--- src/rtl/tx_seq_pkg.sv ---
`timescale 1ns/1ps
package tx_seq_pkg;
    localparam int LANES    = 8;
    localparam int CODE_W   = 8;
    localparam int PHASES   = 4;
    localparam int PH_W     = $clog2(PHASES);
    localparam int WORD_W   = LANES * CODE_W;

    typedef logic        [CODE_W-1:0] code_t;
    typedef logic signed [CODE_W-1:0] corr_t;
    typedef code_t [LANES-1:0] code_word_t;
    typedef logic  [LANES-1:0][CODE_W-1:0] corr_word_t;

    typedef enum logic { TGT_PATTERN = 1'b0, TGT_CORR = 1'b1 } wr_tgt_e;

    typedef struct packed {
        logic       valid;
        code_word_t codes;
    } tx_out_t;

    // Unsigned code plus signed correction, clipped to the code range.
    function automatic code_t sat_add(code_t code, corr_t corr);
        logic signed [CODE_W+1:0] sum;
        sum = $signed({2'b00, code}) + $signed({{2{corr[CODE_W-1]}}, corr});
        if (sum[CODE_W+1])
            return '0;
        else if (sum[CODE_W])
            return '1;
        else
            return sum[CODE_W-1:0];
    endfunction
endpackage

--- src/rtl/tx_pat_mem.sv ---
`timescale 1ns/1ps
module tx_pat_mem
    import tx_seq_pkg::*;
#(
    parameter int ADDR_W = 6
) (
    input  logic              clk,
    input  logic              we,
    input  logic [ADDR_W-1:0] waddr,
    input  code_word_t        wdata,
    input  logic [ADDR_W-1:0] raddr,
    output code_word_t        rdata
);
    localparam int DEPTH = 1 << ADDR_W;

    code_word_t store [DEPTH];

    always_ff @(posedge clk) begin
        if (we)
            store[waddr] <= wdata;
    end

    assign rdata = store[raddr];
endmodule

--- src/rtl/tx_corr_table.sv ---
`timescale 1ns/1ps
module tx_corr_table
    import tx_seq_pkg::*;
(
    input  logic            clk,
    input  logic            rst,
    input  logic            we,
    input  logic [PH_W-1:0] widx,
    input  corr_word_t      wdata,
    input  logic [PH_W-1:0] rsel,
    output corr_word_t      rdata
);
    corr_word_t tbl [PHASES];

    always_ff @(posedge clk) begin
        if (rst) begin
            for (int p = 0; p < PHASES; p++)
                tbl[p] <= '0;
        end else if (we) begin
            tbl[widx] <= wdata;
        end
    end

    assign rdata = tbl[rsel];
endmodule

--- src/rtl/tx_lane_sat.sv ---
`timescale 1ns/1ps
module tx_lane_sat
    import tx_seq_pkg::*;
(
    input  code_word_t codes_i,
    input  corr_word_t corr_i,
    output code_word_t codes_o
);
    for (genvar ln = 0; ln < LANES; ln++) begin : g_lane
        assign codes_o[ln] = sat_add(codes_i[ln], corr_t'(corr_i[ln]));
    end
endmodule

--- src/rtl/tx_pattern_seq.sv ---
`timescale 1ns/1ps
module tx_pattern_seq
    import tx_seq_pkg::*;
#(
    parameter int ADDR_W = 6
) (
    input  logic              clk,
    input  logic              rst,
    input  logic              run_i,
    input  logic [ADDR_W-1:0] len_m1_i,
    input  logic              ref_align_i,
    input  logic              wr_en_i,
    input  logic              wr_tgt_i,
    input  logic [ADDR_W-1:0] wr_addr_i,
    input  logic [63:0]       wr_data_i,
    output logic [63:0]       dac_code_o,
    output logic              dac_valid_o
);
    logic              act_q;
    logic [ADDR_W-1:0] addr_q;
    logic [PH_W-1:0]   phase_q;
    tx_out_t           out_q;

    code_word_t pat_word;
    corr_word_t corr_word;
    code_word_t sum_word;

    logic    wr_ok;
    wr_tgt_e tgt;

    assign tgt   = wr_tgt_e'(wr_tgt_i);
    assign wr_ok = wr_en_i && !act_q;

    tx_pat_mem #(.ADDR_W(ADDR_W)) u_pat (
        .clk   (clk),
        .we    (wr_ok && tgt == TGT_PATTERN),
        .waddr (wr_addr_i),
        .wdata (code_word_t'(wr_data_i)),
        .raddr (addr_q),
        .rdata (pat_word)
    );

    tx_corr_table u_corr (
        .clk   (clk),
        .rst   (rst),
        .we    (wr_ok && tgt == TGT_CORR),
        .widx  (wr_addr_i[PH_W-1:0]),
        .wdata (corr_word_t'(wr_data_i)),
        .rsel  (phase_q),
        .rdata (corr_word)
    );

    tx_lane_sat u_sat (
        .codes_i (pat_word),
        .corr_i  (corr_word),
        .codes_o (sum_word)
    );

    always_ff @(posedge clk) begin
        if (rst) begin
            act_q   <= 1'b0;
            addr_q  <= '0;
            phase_q <= '0;
            out_q   <= '0;
        end else begin
            phase_q <= ref_align_i ? '0 : phase_q + 1'b1;
            act_q   <= run_i;
            if (!act_q || addr_q == len_m1_i)
                addr_q <= '0;
            else
                addr_q <= addr_q + 1'b1;
            out_q.valid <= act_q;
            out_q.codes <= act_q ? sum_word : '0;
        end
    end

    assign dac_code_o  = out_q.codes;
    assign dac_valid_o = out_q.valid;
endmodule

--- config.mk ---
export PLATFORM = sky130hd
export DESIGN_NAME = tx_pattern_seq
export DESIGN_NICKNAME = d
export VERILOG_FILES = /design/src/rtl/tx_seq_pkg.sv /design/src/rtl/tx_pat_mem.sv /design/src/rtl/tx_corr_table.sv /design/src/rtl/tx_lane_sat.sv /design/src/rtl/tx_pattern_seq.sv
export SDC_FILE = /design/constraint.sdc
export NUM_CORES = 2
export LEC_CHECK = 0
export BUFFER_PORTS_ARGS = -buffer_cell sky130_fd_sc_hd__buf_4
export CELL_PAD_IN_SITES_DETAIL_PLACEMENT = 1
export CELL_PAD_IN_SITES_GLOBAL_PLACEMENT = 2
export CORE_MARGIN = 1.5
export CORE_UTILIZATION = 40
export CTS_CLUSTER_DIAMETER = 80
export DETAILED_ROUTE_END_ITERATION = 8
export PLACE_DENSITY = 0.64
export SYNTH_ARGS = -nofsm -noshare
export SYNTH_HDL_FRONTEND = slang
export SYNTH_MEMORY_MAX_BITS = 65536
export SYNTH_SLANG_ARGS = --single-unit
--- constraint.sdc ---
create_clock -name clk -period 5.5 [get_ports clk]
set_input_delay 0.825 -clock clk [delete_from_list [all_inputs] [get_ports clk]]
set_output_delay 0.825 -clock clk [all_outputs]
set_load 0.01 [all_outputs]
# Yosys cells after proc, flatten, opt, wreduce, memory -nomap -nowiden
# Memories as Yosys holds them, arrays and structs flattened. A register that Yosys moved wholly into a read port is not among the register bits.
# Index checks and enable logic that the tools add are counted.
# W data, S select, Z words.
[totals] n_memories=2 ff_bits=74 out_inout_bits=65 mem_bits_rw=4352 wordCells=63
[classes] reduce_logical=16 add_sub_neg=10 eq_ne=1 bitwise_logic=2 muxes=20
[mem_list] name="u_pat.store" words=64 width=64 read_ports=1 rd_ports_with_merged_regs=1 write_ports=1 line="tx_pat_mem.sv:16" text="code_word_t store [DEPTH];"
[mem_list] name="u_corr.tbl" words=4 width=64 read_ports=1 rd_ports_with_merged_regs=1 write_ports=4 line="tx_corr_table.sv:13" text="corr_word_t tbl [PHASES];"
[op_table] cell="$add A9 B8 Y10" count=8
[op_table] cell="$mux W64" count=1
[op_table] cell="$mux W8" count=8
[op_table] cell="$reduce_or A64 Y1" count=1
[op_table] cell="$reduce_or A3 Y1" count=8
[op_table] cell="$mux W1" count=8
[op_table] cell="$add A6 B1 Y6 const B" count=1
[op_table] cell="$eq A6 B6 Y1" count=1
[op_table] cell="$mux W6" count=1
[op_table] cell="$mux W2" count=2
[op_table] cell="$reduce_or A2 Y1" count=2
[op_table] cell="$logic_and A1 B1 Y1" count=3
[op_table] cell="$add A2 B1 Y2 const B" count=1
[op_table] cell="$not A1 Y1" count=2
[op_table] cell="$logic_not A1 Y1" count=1
[op_table] cell="$logic_or A1 B1 Y1" count=1

# Longest topological paths before layout
[logic_depth] word_depth=8 depth_mapped=16 depth_no_buf=12

# By module
# Synthesis repeated with hierarchy kept, for this count alone.
[hier_totals] cells_unflattened=7725 hier_area_um2=171774.7
[modules_own_cells] mod="tx_pat_mem" cells_per_inst=6534 area_each_um2=155067.5 instances=1
[modules_own_cells] mod="tx_corr_table" cells_per_inst=627 area_each_um2=11074.4 instances=1
[modules_own_cells] mod="tx_lane_sat" cells_per_inst=384 area_each_um2=3442.1 instances=1
[modules_own_cells] mod="tx_pattern_seq" cells_per_inst=180 area_each_um2=2190.9 instances=1

# Worst setup path after synthesis
# No wires, ideal clock.
[synth_path] kind="input to register" startpoint="input port wr_tgt_i" endpoint="memory u_pat.store[59][0] (netlist bit) (enable)" path_stages=3 path_slack_ns=0.674 t_required_ns=5.013 setup_ns=0.487 t_arrival_ns=4.340 cell_sequence="nor4b_1 nand3_1 nor2_1"
[synth_between] elab_chain_len=4
[synth_rtl] element="start: declaration" line="tx_pattern_seq.sv:13" text="input logic wr_tgt_i,"
[synth_rtl] element="$not A1 Y1" line="tx_pattern_seq.sv:36" text=".we (wr_ok && tgt == TGT_PATTERN),"
[synth_rtl] element="$logic_and A1 B1 Y1" line="tx_pattern_seq.sv:36"
[synth_rtl] element="$mux W1" line="tx_pat_mem.sv:19" text="if (we)"
[synth_rtl] element="$mux W1 (implied by the code)" line="tx_pat_mem.sv:20" text="store[waddr] <= wdata;"
[synth_rtl] element="end: declaration" line="tx_pat_mem.sv:16"
# No other way between the ends.

==> results.sh <==
export IMPL_status="finished, final reports clean"
export IMPL_synth_cells=7644
export IMPL_synth_seq_area_share_pct=77.4
export IMPL_r2r_start="addr_q[5]"
export IMPL_fmax_mhz=187
export IMPL_path_clk_slew_ns=0.06
export IMPL_final_nets=8434
export IMPL_critPathRequiredTime_ns=6.40
export IMPL_die_x_um=656
export IMPL_drtIter0Drc=14300
export IMPL_globalplace_congestion=0.845
export IMPL_drc_errors=0
export IMPL_rsz0062_at_grt="false"
export IMPL_ys_ff_latch=4426
export IMPL_path_max_fanout=16
export IMPL_port_buffers=146
export IMPL_core_area_mm2=0.424
export IMPL_syn_nets=7807
export IMPL_numCtsBuffers=452
export IMPL_holdWs_ns=0.0882
export IMPL_finalCriticalPeriod_ns=5.34
export IMPL_synth_top_cell_area_share_pct=76.5
export IMPL_ys_types=52
export IMPL_hold_class="in -> reg"
export IMPL_crit_chain="buf_4 > or2_2 > buf_4 > a221oi_1 > o21ai_1 > o211a_1 > buf_4 > ha_1 > and3_1 > a221oi_1 > a2bb2oi_1 > xor2_1 > a211oi_1 > buf_4"
export IMPL_async_flop_share_pct=0
export IMPL_initial_core_util_pct=40.3
export IMPL_crit_type="reg -> reg"
export IMPL_pin_count=147
export IMPL_cts_htree_levels=5
export IMPL_setup_violations=0
export IMPL_grtUsageTotal_pct=27.8
export IMPL_die_area_mm2=0.431
export IMPL_yosys_top_cells_area="edfxtp_1 77%, mux4_2 14%, mux2i_1 0.90%, dfxtp_1 0.87%, and3_1 0.75%"
export IMPL_rrSetupSlack_ns=0.16
export IMPL_wl_per_cell_um=42.4
export IMPL_gr_total_overflow=0
export IMPL_die_h_um=656
export IMPL_avgSynthCellArea_um2=22.3
export IMPL_cts_sinks=4426
export IMPL_fin_crit_sh_pct=97.0
export IMPL_hold_viol_final=0
export IMPL_ant_nets=0
export IMPL_p_per_area_mw_per_mm2=354
export IMPL_synth_edf_count=4352
export IMPL_antenna_found_initial=52
export IMPL_cpMostUsedCell="buf_4"
export IMPL_report_final_slew_viol_count=0
export IMPL_synth_area_mm2=0.171
export IMPL_cap_violations=0
export IMPL_hold_end="phase_q[0]"
export IMPL_grt_pass1_wl_um=815000
export IMPL_areaGrowthSynthToFinish_pct=15.7
export IMPL_hold_path_cell_count=2
export IMPL_leakage_uw=0.0615
export IMPL_synth_most_common_cell="edfxtp_1"
export IMPL_cts_max_path_buffers=4
export IMPL_crit_path_end_kind="register"
export IMPL_hpwl_um=333000
export IMPL_drive_gt1_share_pct=28.2
export IMPL_start_kind="register"
export IMPL_synth_top_area_cell="edfxtp_1"
export IMPL_timing_rr_end="dac_code_o[63]"
export IMPL_std_cell_rows=239
export IMPL_cts_setup_buffers=0
export IMPL_grt_max_degree=104
export IMPL_tightest_slew_ns=1.33
export IMPL_cts_tree="yes"
export IMPL_tns_ns=0
export IMPL_skew_ns=0.0522
export IMPL_rr_worst_depth=14
export IMPL_fill_cells=37900
export IMPL_critical_path_slowest_cell="or2_2"
export IMPL_wirelength_um=608000
export IMPL_synth_commonest_cells="4352 x edfxtp_1, 1088 x mux4_2, 238 x a21oi_1, 227 x clkbuf_1, 205 x and3_1"
export IMPL_cts_root_buf="clkbuf_16"
export IMPL_firstDrtPassIters=6
export IMPL_routed_via_density=6.31
export IMPL_vdd_drop_max_mv=0.303
export IMPL_critical_path_arrival_ns=6.24
export IMPL_slew_headroom_pct=10.1
export IMPL_clock_latency_ns=1.02
export IMPL_hp_start="rst"
export IMPL_vias=90300
export IMPL_slowest_delay_ns=0.77
export IMPL_yosys_warnings=0
export IMPL_grt_pass1_vias=90700
export IMPL_ys_flop_type="edfxtp_1"
==> per-layer routing <==
layer,up-vias,track usage [%],wire (um)
li1,34100,-,-
met1,50500,38.4,242000
met2,4865,44.7,290000
met3,928,4.08,49200
met4,12,10.9,26600
met5,-,0,84
==> per-stage QoR <==
stage	worst slack, ns	total power, uW	cell area, um^2	std cells	util (%)
3_5_place_dp	0.0896	40200	183000	13500	43.2
3_3_place_gp	0.0963	40200	183000	13500	43.2
5_1_grt	0.115	71400	198000	14300	46.6
2_1_floorplan	0.674	39000	171000	7644	-
4_1_cts	0.0513	70200	198000	14300	46.5
6_report	0.164	69900	198000	14300	46.6
==> layout by cell type (no fill, tap or decap), drive strengths merged, types with 7 or more instances in the layout <==
cell      count
edfxtp     4352
mux4       1088
buf         611
clkbuf      564
a21oi       238
and3        205
clkinv      191
mux2i       154
a221oi      128
nor2        127
o221ai       95
o21ai        85
dfxtp        74
ha           73
and2         69
o22ai        67
a22o         60
a211oi       58
xor2         54
inv          47
bufinv       37
nand2        34
o211a        25
xnor2        19
a21o         19
clkinvlp     17
diode        14
nand3        13
nand2b       13
nor2b        13
a22oi        12
nor3         10
nand3b        9
o21bai        9
fa            8
o211ai        7
==> power breakdown <==
part           total [uW]  internal (uW)  leakage (uW)  switching [uW]
clock               30400          17100       0.00696           13300
sequential          37300          37200        0.0402            97.3
combinational        2260            762        0.0143            1490
total               69900          55000        0.0615           14900
==> cells by family (layout without fill, tap and decap cells) <==
kind of cell / Yosys count / count (layout) / share of synthesized area [%]
DFF: 4426 / 4426 / 77.4
muxes: 1247 / 1247 / 15.3
AOI/OAI and AO/OA: 831 / 831 / 3.40
and+or+nand+nor: 515 / 515 / 1.65
buffers and inverters: 471 / 1469 / 1.29
adders and majority gates: 81 / 81 / 0.629
xor gates and xnor gates: 73 / 73 / 0.374
other: 0 / 14 / 0
==> state kept, by name (all words and copies together), names as in the netlist <==
name / flops
phase_q: 2
addr_q: 6
dac_valid_o: 1
dac_code_o: 64
act_q: 1
u_pat.store: 4096
u_corr.tbl: 256
==> what timing repair did <==
action,4_1_cts,5_1_grt
hold buffers,2,0
endpoints found under the setup margin,0,12
resized for setup,0,2
endpoints found under the hold margin,3,0
==> area by class of cell <==
cell class	count	area, um^2	share of cell area (%)
Timing Repair Buffer	613	6750	3.41
Sequential cell	4426	132000	66.9
Tap cell	5663	7090	3.59
Clock inverter	261	2370	1.20
Inverter	31	116	0.0589
Clock buffer	564	11900	6.04
Multi-Input combinational cell	2747	37100	18.8
Antenna cell	14	35.0	0.0177
==> worst max-delay path: cells and delay by family, from the launching register on <==
family | cells | cell delay (ns)
fa+ha+maj | 1 | 0.34
flops | 1 | 0.66
compound gates | 6 | 1.57
simple gates | 2 | 1.01
xor+xnor | 1 | 0.53
buf+inv | 4 | 1.06
==> worst max-delay path by stage <==
stage | start | endpoint | cells after the start
after floorplan | wr_tgt_i | u_pat.store[59][0] | 3
after global placement | addr_q[0] | dac_code_o[6] | 16
after detailed placement | addr_q[0] | dac_code_o[3] | 16
after CTS | addr_q[0] | dac_code_o[3] | 16
after global routing | addr_q[5] | dac_code_o[63] | 14
final | addr_q[5] | dac_code_o[63] | 14
Note: power is estimated with default switching activity, not from simulation.
